===== config.mk =====
export PLATFORM = sky130hd
export DESIGN_NAME = irq_arbiter
export DESIGN_NICKNAME = d
export VERILOG_FILES = /design/src/rtl/irq_arb_pkg.sv /design/src/rtl/irq_flag_bank.sv /design/src/rtl/irq_prio_enc.sv /design/src/rtl/irq_gate.sv /design/src/rtl/irq_arbiter.sv
export SDC_FILE = /design/constraint.sdc
export NUM_CORES = 1
export LEC_CHECK = 0
export BUFFER_PORTS_ARGS = -buffer_cell sky130_fd_sc_hd__buf_2
export CORE_AREA = 2 2 39 41
export DETAILED_ROUTE_END_ITERATION = 8
export DIE_AREA = 0 0 41 43
export PLACE_DENSITY = 0.75
export SLEW_MARGIN = 20
export SYNTH_ARGS = -nofsm -noshare
export SYNTH_HDL_FRONTEND = slang
export SYNTH_HIERARCHICAL = 1
export SYNTH_SLANG_ARGS = --single-unit

===== constraint.sdc =====
create_clock -name clk -period 3.2 [get_ports clk]
set_input_delay 0.16 -clock clk [delete_from_list [all_inputs] [get_ports clk]]
set_output_delay 0.16 -clock clk [all_outputs]
set_load 0.02 [all_outputs]

===== src/rtl/irq_arb_pkg.sv =====
package irq_arb_pkg;
  localparam int DEF_EDGE_SRCS  = 4;
  localparam int DEF_LEVEL_SRCS = 2;
endpackage


===== src/rtl/irq_flag_bank.sv =====
module irq_flag_bank #(
  parameter int NE = 4,
  parameter int VW = 3
) (
  input  logic          clk,
  input  logic          rst,
  input  logic [NE-1:0] evt,
  input  logic [NE-1:0] w1c,
  input  logic          take,
  input  logic [VW-1:0] take_vec,
  output logic [NE-1:0] flags
);
  // one sticky bit per edge source; a new event outranks any clear
  for (genvar j = 0; j < NE; j++) begin : g_flag
    logic hit;
    logic f;
    assign hit = take && (take_vec == VW'(j + 1));
    always_ff @(posedge clk) begin
      if (rst)                  f <= 1'b0;
      else if (evt[j])          f <= 1'b1;
      else if (hit || w1c[j])   f <= 1'b0;
    end
    assign flags[j] = f;
  end
endmodule


===== src/rtl/irq_prio_enc.sv =====
module irq_prio_enc #(
  parameter int NS = 6,
  parameter int VW = 3
) (
  input  logic [NS-1:0] pend,
  output logic          any,
  output logic [VW-1:0] vec
);
  // lowest position wins; vector = position + 1
  always_comb begin
    vec = '0;
    for (int i = NS - 1; i >= 0; i--) begin
      if (pend[i]) vec = VW'(i + 1);
    end
  end
  assign any = |pend;
endmodule


===== src/rtl/irq_gate.sv =====
module irq_gate (
  input  logic clk,
  input  logic rst,
  input  logic any_pend,
  input  logic gie_set,
  input  logic gie_clr,
  input  logic reti,
  input  logic insn_done,
  output logic accept,
  output logic gie
);
  logic gap;

  assign accept = gie && !gie_clr && !gap && !reti && any_pend;

  always_ff @(posedge clk) begin
    if (rst) begin
      gie <= 1'b0;
      gap <= 1'b0;
    end else begin
      if (accept || gie_clr)    gie <= 1'b0;
      else if (gie_set || reti) gie <= 1'b1;
      if (reti)                 gap <= 1'b1;
      else if (insn_done)       gap <= 1'b0;
    end
  end
endmodule


===== src/rtl/irq_arbiter.sv =====
module irq_arbiter #(
  parameter  int NE = irq_arb_pkg::DEF_EDGE_SRCS,
  parameter  int NL = irq_arb_pkg::DEF_LEVEL_SRCS,
  localparam int NS = NE + NL,
  localparam int VW = $clog2(NS + 1)
) (
  input  logic          clk,
  input  logic          rst,
  input  logic [NE-1:0] edge_evt,
  input  logic [NL-1:0] level_req,
  input  logic [NS-1:0] src_en,
  input  logic [NE-1:0] flag_w1c,
  input  logic          gie_set,
  input  logic          gie_clr,
  input  logic          reti,
  input  logic          insn_done,
  output logic          irq_ack,
  output logic [VW-1:0] irq_vec,
  output logic          gie,
  output logic [NE-1:0] edge_flags
);
  logic [NS-1:0] pend;
  logic          any_pend;
  logic          accept;
  logic [VW-1:0] win_vec;

  assign pend = {level_req, edge_flags} & src_en;

  irq_flag_bank #(.NE(NE), .VW(VW)) u_flags (
    .clk(clk), .rst(rst), .evt(edge_evt), .w1c(flag_w1c),
    .take(accept), .take_vec(win_vec), .flags(edge_flags)
  );

  irq_prio_enc #(.NS(NS), .VW(VW)) u_prio (
    .pend(pend), .any(any_pend), .vec(win_vec)
  );

  irq_gate u_gate (
    .clk(clk), .rst(rst), .any_pend(any_pend), .gie_set(gie_set),
    .gie_clr(gie_clr), .reti(reti), .insn_done(insn_done),
    .accept(accept), .gie(gie)
  );

  always_ff @(posedge clk) begin
    if (rst) begin
      irq_ack <= 1'b0;
      irq_vec <= '0;
    end else begin
      irq_ack <= accept;
      if (accept) irq_vec <= win_vec;
    end
  end
endmodule


==> run metrics, run 1 <==
first-pass GRT wire length=1.73 mm; layout cell share with drive strength beyond 1=42.2%; Fin Clk Skew=~0.0046 ns; r2r endpoint=u_flags/g_flag[0].f$_SDFFE_PP0P_; clock tree buffer depth=2; synth unique cells=22; Yosys warning total=6; clock sink count=10; fin nets=roughly 110; Area contributors post-synth=dfxtp_1, and2_1, mux2i_1, buf_4, nor2_1; CTS clk-pin slew, worst paths=~0.07 ns; crit path cell chain=and2_1 > or3b_1 > a21oi_1 > nor2_1 > a221oi_1; GPL Wtd Cong=0.721; VDD IR-drop max=roughly 160 uV; share of the synthesized area in the top cell type=a little under two fifths; Final Slew Violations=0; Worst slew margin=67.1%; Initial DRC Count=9; io pins=31; clk root buf=clkbuf_4; worst-skew pair later-pin latency=approximately 0.26 ns; initial core utilization=38.8%; Setup Viol. Count Final=0; Congestion Overflow GR=0; post_cts resized=0; CTS tree=built; Worst Hold End=u_gate/gie$_SDFFE_PP0P_; crit path time final=1.65 ns; Max Clk Rate=a little over 0.6 GHz; status=finished clean; post-layout util=between 50 and 60%; Leak=approximately 0.35 nW; Worst-Margin Slew=0.489 ns; die height=roughly 43 um; Area after DPL=677 sq um; r2r worst-path depth=5; critical path's top delay family=compound AO/OA/AOI/OAI gates; Post-Syn Nets=slightly above 80; crit end category=register; hold slack=0.0890 ns; crit-path max cell delay=~0.35 ns; TritonCTS buffer count=3; RSZ-0062 raised after global routing=no; Die ar.=about 1800 sq um; metal3 WL=roughly 75 um; FF-to-FF Start=u_flags/g_flag[3].f$_SDFFE_PP0P_; commonest non-fill, non-tap cell in the layout=buf_2; P per Cell Area=422 nW/um^2; setup TNS=0 ns; total of max-cap violations=0; chip width=41 um; post-synthesis sequential area ratio=a little under two fifths; met1 wire length=489 um; Vias/cell=~4.8; flops & latches, synth=10; First-pass DRT Iterations=4; final instance area=roughly 700 sq um; Post-CTS Setup Bufs=0; cell area after synthesis=roughly 540 sq um; R2R setup slack=1.55 ns; DRC errors left=0; worst-path maximum fanout=5; period utilization=between 50% and 60%; wire length per cell=10.6 um; row cnt=14; number of global-route vias before repair=roughly 470; Crit path required time=between 3 and 4 ns; Hold Crit Start=gie_clr; hold path depth=2; final hold vios=0; CP Buf/Inv Count=0; hold_buf cts=0; highest metal used=met3; largest net degree at the start of global routing=13; Yosys top cell by area=dfxtp_1; DRT antenna net count=0; kind of critical path=reg -> reg; Core Area=between 1000 and 1500 sq um; worst setup path start=u_flags/g_flag[3].f$_SDFFE_PP0P_; hpwl dp=approximately 900 um; mean area per synthesized cell=just under 9 sq um; worst hold path class=in -> reg; CP startpoint kind=register; antenna violations before repair=0; drt total wl=1.13 mm; Arr. time, crit path=between 1.5 and 2 ns; commonest non-fill, non-tap cells in the layout=buf_2, dfxtp_1, nor2_1, and2_1, inv_1; routed wl met2=roughly 560 um; DR vias=roughly 510; Layout area overhead=32.9%; Worst path slowest cell=or3b_1; cells after synthesis=60; IO buf count=30; number of inserted diodes=0; Tot Pwr=around 0.0003 W; GRT Overall Usage=14.1%; H-tree levels=1
## Yosys cell counts
library cell,n
nor3_1,2
a211o_1,1
inv_1,6
nand2b_1,2
a221oi_1,2
nor4_2,1
buf_4,4
o22ai_1,2
nand3b_1,1
and4b_4,1
nor4bb_1,1
and3b_2,1
mux2i_1,3
nor3b_1,1
and4bb_2,1
and2_1,6
nor2_1,7
a21oi_1,2
dfxtp_1,10
nor4_1,1
nor2b_1,2
or3b_1,3
## worst register-to-register path: cells and delay by family, from the launching register on
family             cells  cell delay (ns)
and+or+nand+nor        3             0.60
AOI/OAI and AO/OA      2             0.63
DFF                    1             0.31
## per-stage QoR
step / setup WS (ns) / std cells
finish: 1.55 / 106
global route: 1.41 / 106
CTS: 1.55 / 106
detailed placement: 1.57 / 102
global placement: 1.61 / 102
floorplan: 1.59 / 60
## power by group
part,internal [W],switching (W),leakage [nW]
registers,0.000130,0.00000317,0.0824
logic,0.0000263,0.0000276,0.247
clock network,0.0000690,0.0000447,0.0210
## kinds of logic after synthesis
kind of cell	count (synthesis)	share of synthesized area (%)
flip-flops	10	37.3
AO/OA/AOI/OAI	7	9.09
buffers and inverters	10	9.79
multiplexers	3	5.59
AND/OR/NAND/NOR	30	38.2
## worst max path at each step
stage / slack (ns) / end / depth (start not counted)
5_1_grt: 1.41 / u_flags/g_flag[3].f$_SDFFE_PP0P_ / 6
3_3_place_gp: 1.61 / u_flags/g_flag[1].f$_SDFFE_PP0P_ / 5
3_5_place_dp: 1.57 / u_flags/g_flag[0].f$_SDFFE_PP0P_ / 5
4_1_cts: 1.55 / u_flags/g_flag[0].f$_SDFFE_PP0P_ / 5
6_report: 1.55 / u_flags/g_flag[0].f$_SDFFE_PP0P_ / 5
2_1_floorplan: 1.59 / u_flags/g_flag[1].f$_SDFFE_PP0P_ / 6
## flip-flops by register name, indices dropped and copies added, names as in the netlist
signal,cells
irq_ack,1
irq_vec,3
u_gate/gie,1
u_gate/gap,1
u_flags/g_flag.f,4
## routing by layer
metal  up-vias  track usage (%)
met5         -                0
met4         0             8.00
met3         0             1.57
met2        19             23.4
met1       229             16.3
li1        266                -
## layout make-up
class,instances,area [sq um]
fill,131,671
multi-input combinational,40,284
sequential,10,200
timing repair buffer,30,150
clock buffer,4,36.3
inverter,6,22.5
tap,16,20.0
Note: power is estimated with default switching activity, not from simulation.
==> run 2: changes to the inputs <==
--- a/config.mk
+++ b/config.mk
@@ -6,10 +6,10 @@
 export NUM_CORES = 1
 export LEC_CHECK = 0
 export BUFFER_PORTS_ARGS = -buffer_cell sky130_fd_sc_hd__buf_2
-export CORE_AREA = 2 2 39 41
+export CORE_MARGIN = 2
+export CORE_UTILIZATION = 37
 export DETAILED_ROUTE_END_ITERATION = 8
-export DIE_AREA = 0 0 41 43
-export PLACE_DENSITY = 0.75
+export PLACE_DENSITY = 0.72
 export SLEW_MARGIN = 20
 export SYNTH_ARGS = -nofsm -noshare
 export SYNTH_HDL_FRONTEND = slang
==> constraint.sdc (replaced) <==
create_clock -name clk -period 1.41 [get_ports clk]
set_input_delay 0.0705 -clock clk [delete_from_list [all_inputs] [get_ports clk]]
set_output_delay 0.0705 -clock clk [all_outputs]
set_load 0.02 [all_outputs]
==> run 2 against run 1 <==
The run now ends with setup timing left. First-iteration DRC count fell by 33%. Critical path depth did not move. Clock power is 130% higher. Register-to-register slack worse by 1.6 ns. Power grew to 2.6 times the previous value. Hold slack lost 0.037 ns. Flip-flop and latch count is the same. Combinational power increased to 3.8 times the previous value. Setup slack lost 1.6 ns. Critical endpoint is now u_flags/g_flag[1].f$_SDFFE_PP0P_.
==> run metrics, run 2 (synthesized netlist as in run 1, its figures left out) <==
largest net degree at the start of global routing=13 (unchanged); kind of critical path=reg -> reg (unchanged); crit-path max cell delay=0.38 ns (was 0.35 ns); commonest non-fill, non-tap cell in the layout=buf_2 (unchanged); Combinational Power Share=26.6% (was 17.9%); power share of the clock group=34.1% (was 37.8%); Worst slew margin=80.4% (was 67.1%); hpwl dp=1.03 mm (was 905 um); Crit path required time=1.56 ns (was 3.36 ns); worst-path maximum fanout=5 (unchanged); crit end category=register (unchanged); number of fill cells=124 (was 131); Initial DRC Count=6 (was 9); RSZ-0062 raised after global routing=yes (was no); switching portion of total power=26.7% (was 25.1%); H-tree levels=1 (unchanged); period utilization=103% (was 51.6%); final hold vios=0 (unchanged); number of global-route vias before repair=548 (was 472); hold slack=0.0516 ns (was 0.0890 ns); number of inserted diodes=0 (unchanged); Core Area=1330 sq um (was 1380 sq um); worst-skew pair later-pin latency=0.27 ns (was 0.26 ns); crit path cell chain=and2_4 > or3b_4 > a21oi_4 > and4bb_2 > o22ai_1 (was and2_1 > or3b_1 > a21oi_1 > nor2_1 > a221oi_1); row cnt=13 (was 14); layout cell share with drive strength beyond 1=63.1% (was 42.2%); wire length per cell=12.3 um (was 10.6 um); Arr. time, crit path=1.60 ns (was 1.81 ns); internal cell power=0.000565 W (was 0.000225 W); DR vias=562 (was 514); antenna violations before repair=0 (unchanged); die height=42.1 um (was 43 um); clk root buf=clkbuf_4 (unchanged); P per Cell Area=854 nW/um^2 (was 422 nW/um^2); Final Slew Violations=0 (unchanged); top flop regs=u_flags/g_flag.f (4), irq_vec (3) (unchanged); crit path time final=1.46 ns (was 1.65 ns); Fin Clk Skew=0.00253 ns (was 0.00455 ns); total of max-cap violations=0 (unchanged); Seq pwr share=39.3% (was 44.3%); drt total wl=1.45 mm (was 1.13 mm); clock tree buffer depth=2 (unchanged); GPL Wtd Cong=0.676 (was 0.721); footprint of the multi-input gates=373 sq um (was 284 sq um); post-route insts no fill=118 (was 106); commonest non-fill, non-tap cells in the layout=buf_2, buf_4, dfxtp_1, nor2_1, inv_1 (was buf_2, dfxtp_1, nor2_1, and2_1, inv_1); VDD IR-drop max=604 uV (was 162 uV); Worst-Margin Slew=0.292 ns (was 0.489 ns); DP Cell Count=108 (was 102); DRT antenna net count=0 (unchanged); clock sink count=10 (unchanged); register area=203 sq um (was 200 sq um); CTS tree=built (unchanged); CP startpoint kind=register (unchanged); Worst path slowest cell=or3b_4 (was or3b_1); Max Clk Rate=0.686 GHz (was 0.606 GHz); first-pass GRT wire length=2.30 mm (was 1.73 mm); CTS clk-pin slew, worst paths=0.07 ns (about the same); io pins=31 (unchanged); Congestion Overflow GR=0 (unchanged); worst setup margin=-0.0475 ns (was 1.55 ns); IO buf count=30 (unchanged); Vias/cell=4.76 (was 4.85); max FFs per register=4 (unchanged); violated checks=setup timing; Layout area overhead=68.3% (was 32.9%); Setup Viol. Count Final=5 (was 0); status=finished with violations (was finished clean); fin nets=126 (was 113); Die ar.=1770 sq um (was 1760 sq um); largest reg by FF count=u_flags/g_flag.f (unchanged); worst hold path class=in -> reg (unchanged); Leak=0.441 nW (was 0.351 nW); DRC errors left=0 (unchanged); GRT Overall Usage=17.0% (was 14.1%); TritonCTS buffer count=3 (unchanged); initial core utilization=40.2% (was 38.8%); switching power=0.000206 W (was 0.0000754 W); chip width=42.1 um (was 41 um); post-layout util=67.7% (was 51.5%); First-pass DRT Iterations=3 (was 4)
run 2: final cells by class:
class                      instances  share of cell area, %
clock buffer                       4                   4.02
inverter                           6                   2.49
multi-input combinational         40                   41.3
sequential                        10                   22.4
tap                               15                   2.08
timing repair buffer              43                   27.7
run 2: per-stage QoR:
stage | worst slack [ns] | instance area (sq um) | total power, W | TNS, ns
after floorplan | -0.114 | 587 | 0.000408 | -0.374
after global placement | -0.0570 | 774 | 0.000466 | -0.163
after detailed placement | -0.0932 | 774 | 0.000470 | -0.288
after CTS | -0.0360 | 876 | 0.000762 | -0.105
after global routing | -0.111 | 903 | 0.000809 | -0.636
final | -0.0475 | 903 | 0.000771 | -0.138
run 2: metal layers:
layer,GRT usage (%),wire (um),vias to the layer above
met3,3.88,82,2
met1,21.2,660,249
met5,0,0,-
met2,27.8,706,19
met4,7.50,5,0
li1,-,-,292
run 2: final timing paths:
path / from / end / slack (ns) / depth (start not counted)
worst max-delay path: u_flags/g_flag[3].f$_SDFFE_PP0P_ / u_flags/g_flag[1].f$_SDFFE_PP0P_ / -0.05 / 5
worst min-delay path: reti / u_gate/gap$_SDFFE_PP0P_ / 0.05 / 3
worst max register to register: u_flags/g_flag[3].f$_SDFFE_PP0P_ / u_flags/g_flag[1].f$_SDFFE_PP0P_ / -0.05 / 5
worst min register to register: irq_vec[0]$_SDFFE_PP0P_ / irq_vec[0]$_SDFFE_PP0P_ / 0.49 / 2
run 2: critical path, delay by kind of cell, from the launching register on:
kind / cells / cell delay, ns
simple gates: 3 / 0.76
flops: 1 / 0.32
compound gates: 2 / 0.25
run 2: timing repair:
action	4_1_cts	5_1_grt
setup buffers	4	1
endpoints found under the setup margin	7	7
gates resized for setup	4	5
pin swaps	5	1
hold buffers	1	0
endpoints found under the hold margin	1	0
run 2: power by group through the flow:
stage | logic (W) | clock network (W) | registers [W]
floorplan | 0.0000974 | 0 | 0.000311
global placement | 0.000158 | 0 | 0.000308
detailed placement | 0.000161 | 0 | 0.000309
CTS | 0.000192 | 0.000269 | 0.000302
global route | 0.000221 | 0.000284 | 0.000304
finish | 0.000205 | 0.000263 | 0.000303
==> run 3: changes to the inputs <==
--- a/config.mk
+++ b/config.mk
@@ -10,6 +10,7 @@
 export CORE_UTILIZATION = 37
 export DETAILED_ROUTE_END_ITERATION = 8
 export PLACE_DENSITY = 0.72
+export SETUP_SLACK_MARGIN = 0.3
 export SLEW_MARGIN = 20
 export SYNTH_ARGS = -nofsm -noshare
 export SYNTH_HDL_FRONTEND = slang
==> constraint.sdc (replaced) <==
create_clock -name clk -period 1.41 [get_ports clk]
set_input_delay 0.282 -clock clk [delete_from_list [all_inputs] [get_ports clk]]
set_output_delay 0.282 -clock clk [all_outputs]
set_load 0.02 [all_outputs]
==> run 3 against run 2 <==
Clock-buffer cell count unchanged. Clock power shrank 2%. Sequential share of layout area grew 0.26 points. Global-route usage is 2.3 points lower. Register-to-register slack about the same. Sequential power about the same. Die area stayed put. The run still ends with setup timing left. First-iteration DRC count shrank 17%.
==> run metrics, run 3 (synthesized netlist as in run 1, its figures left out) <==
DR vias=554 (was 562); max FFs per register=4 (unchanged); Worst slew margin=80.5% (was 80.4%); CP startpoint kind=register (unchanged); CTS tree=built (unchanged); setup TNS=-0.108 ns (was -0.138 ns); H-tree levels=1 (unchanged); CTS clk-pin slew, worst paths=0.07 ns (about the same); Die ar.=1770 sq um (unchanged); hold_buf cts=0 (was 1); fin nets=122 (was 126); io pins=31 (unchanged); critical path depth=5 (unchanged); GPL Wtd Cong=0.731 (was 0.676); antenna violations before repair=0 (unchanged); FF-to-FF Start=u_flags/g_flag[3].f$_SDFFE_PP0P_ (unchanged); critical path's top delay family=simple AND/OR/NAND/NOR gates (unchanged); worst-path maximum fanout=4 (was 5); Congestion Overflow GR=0 (unchanged); crit path cell chain=and2_4 > or3b_4 > a21oi_4 > and4bb_2 > o22ai_1 (unchanged); Vias/cell=4.86 (was 4.76); post-layout util=67.4% (was 67.7%); initial core utilization=40.2% (unchanged); TritonCTS buffer count=3 (unchanged); status=finished with violations (unchanged); Worst path slowest cell=or3b_4 (unchanged); Crit path required time=1.56 ns (about the same); commonest non-fill, non-tap cell in the layout=buf_2 (unchanged); violated checks=setup timing (unchanged); CP Buf/Inv Count=0 (unchanged); RSZ-0062 raised after global routing=yes (unchanged); worst-skew pair later-pin latency=0.27 ns (about the same); Worst-Margin Slew=0.290 ns (was 0.292 ns); P per Cell Area=846 nW/um^2 (was 854 nW/um^2); crit-path max cell delay=0.38 ns (about the same); top flop regs=u_flags/g_flag.f (4), irq_vec (3) (unchanged); largest net degree at the start of global routing=13 (unchanged); number of global-route vias before repair=512 (was 548); worst setup margin=-0.0440 ns (was -0.0475 ns); wire length per cell=10.9 um (was 12.3 um); crit end category=register (unchanged); Hold Crit Start=gie_clr (was reti); DRT antenna net count=0 (unchanged); Max Clk Rate=0.688 GHz (was 0.686 GHz); First-pass DRT Iterations=2 (was 3); period utilization=103% (about the same); IO buf count=30 (unchanged); crit path time final=1.45 ns (was 1.46 ns); Fin Clk Skew=0.00381 ns (was 0.00253 ns); layout cell share with drive strength beyond 1=62.6% (was 63.1%); number of inserted diodes=0 (unchanged); commonest non-fill, non-tap cells in the layout=buf_2, dfxtp_1 (was buf_2, buf_4, dfxtp_1, nor2_1, inv_1); r2r endpoint=u_flags/g_flag[1].f$_SDFFE_PP0P_ (unchanged); hpwl dp=956 um (was 1.03 mm); worst hold path class=in -> reg (unchanged); Initial DRC Count=5 (was 6); r2r worst-path depth=5 (unchanged); Setup Viol. Count Final=4 (was 5); GRT Overall Usage=14.7% (was 17.0%); hold slack=0.193 ns (was 0.0516 ns); Core Area=1330 sq um (unchanged); chip width=42.1 um (unchanged); worst setup path start=u_flags/g_flag[3].f$_SDFFE_PP0P_ (unchanged); largest reg by FF count=u_flags/g_flag.f (unchanged); total of max-cap violations=0 (unchanged); DRC errors left=0 (unchanged); row cnt=13 (unchanged); die height=42.1 um (unchanged); VDD IR-drop max=498 uV (was 604 uV); clock sink count=10 (unchanged); R2R setup slack=-0.04 ns (was -0.05 ns); Arr. time, crit path=1.60 ns (about the same); clk root buf=clkbuf_4 (unchanged); clock tree buffer depth=2 (unchanged); Leak=0.428 nW (was 0.441 nW); final hold vios=0 (unchanged); Layout area overhead=67.4% (was 68.3%); first-pass GRT wire length=2.02 mm (was 2.30 mm); kind of critical path=reg -> reg (unchanged); Final Slew Violations=0 (unchanged); Setup crit end=u_flags/g_flag[1].f$_SDFFE_PP0P_ (unchanged); drt total wl=1.25 mm (was 1.45 mm)
-- run 3: cell types whose count changed in the layout (fill, tap and decap cells not counted), sizes merged --
| cell | previous run | this run |
|---|---|---|
| dlygate4sd3 | 1 | 0 |
| buf | 42 | 39 |
-- run 3: power by group --
group / switching [W] / internal (W)
clock network: 0.000101 / 0.000157
logic: 0.0000878 / 0.000111
registers: 0.00000681 / 0.000297
-- run 3: how the worst min path moves through the flow --
stage | slack, ns | to | cells past startpoint
6_report | 0.19 | u_gate/gie$_SDFFE_PP0P_ | 2
3_3_place_gp | 0.47 | u_gate/gie$_SDFFE_PP0P_ | 2
2_1_floorplan | 0.35 | u_flags/g_flag[0].f$_SDFFE_PP0P_ | 1
3_5_place_dp | 0.47 | u_gate/gie$_SDFFE_PP0P_ | 2
4_1_cts | 0.19 | u_gate/gie$_SDFFE_PP0P_ | 2
5_1_grt | 0.20 | u_gate/gie$_SDFFE_PP0P_ | 2
-- run 3: what timing repair did --
item,in CTS,in global routing
pin swaps,4,10
endpoints found under the hold margin,0,0
setup buffers,0,2
resized for setup,10,8
setup endpoints to repair,12,12
-- run 3: cell type report --
| type | instances | area [sq um] |
|---|---|---|
| inverters | 6 | 22.5 |
| fillers | 120 | 435 |
| clock buffers | 4 | 36.3 |
| repair buffers | 39 | 248 |
| well taps | 15 | 18.8 |
| flip-flops and latches | 10 | 204 |
| multi-input cells | 40 | 369 |
-- run 3: metal layers --
layer  global-route usage, %  share of wire (%)  vias to the layer above
met3                    6.47                8.3                        0
li1                        -                  -                      285
met4                    1.88                  0                        0
met2                    27.2                 51                       19
met1                    15.6                 40                      250
met5                       0                  0                        -
-- run 3: per-stage QoR --
step                instance area (sq um)  worst slack (ns)  std cells  total power, W
global route                          898            -0.101        114        0.000803
CTS                                   855           -0.0511        112        0.000750
floorplan                             591            -0.114         60        0.000410
global placement                      774            -0.186        108        0.000468
finish                                898           -0.0440        114        0.000760
detailed placement                    774            -0.208        108        0.000470
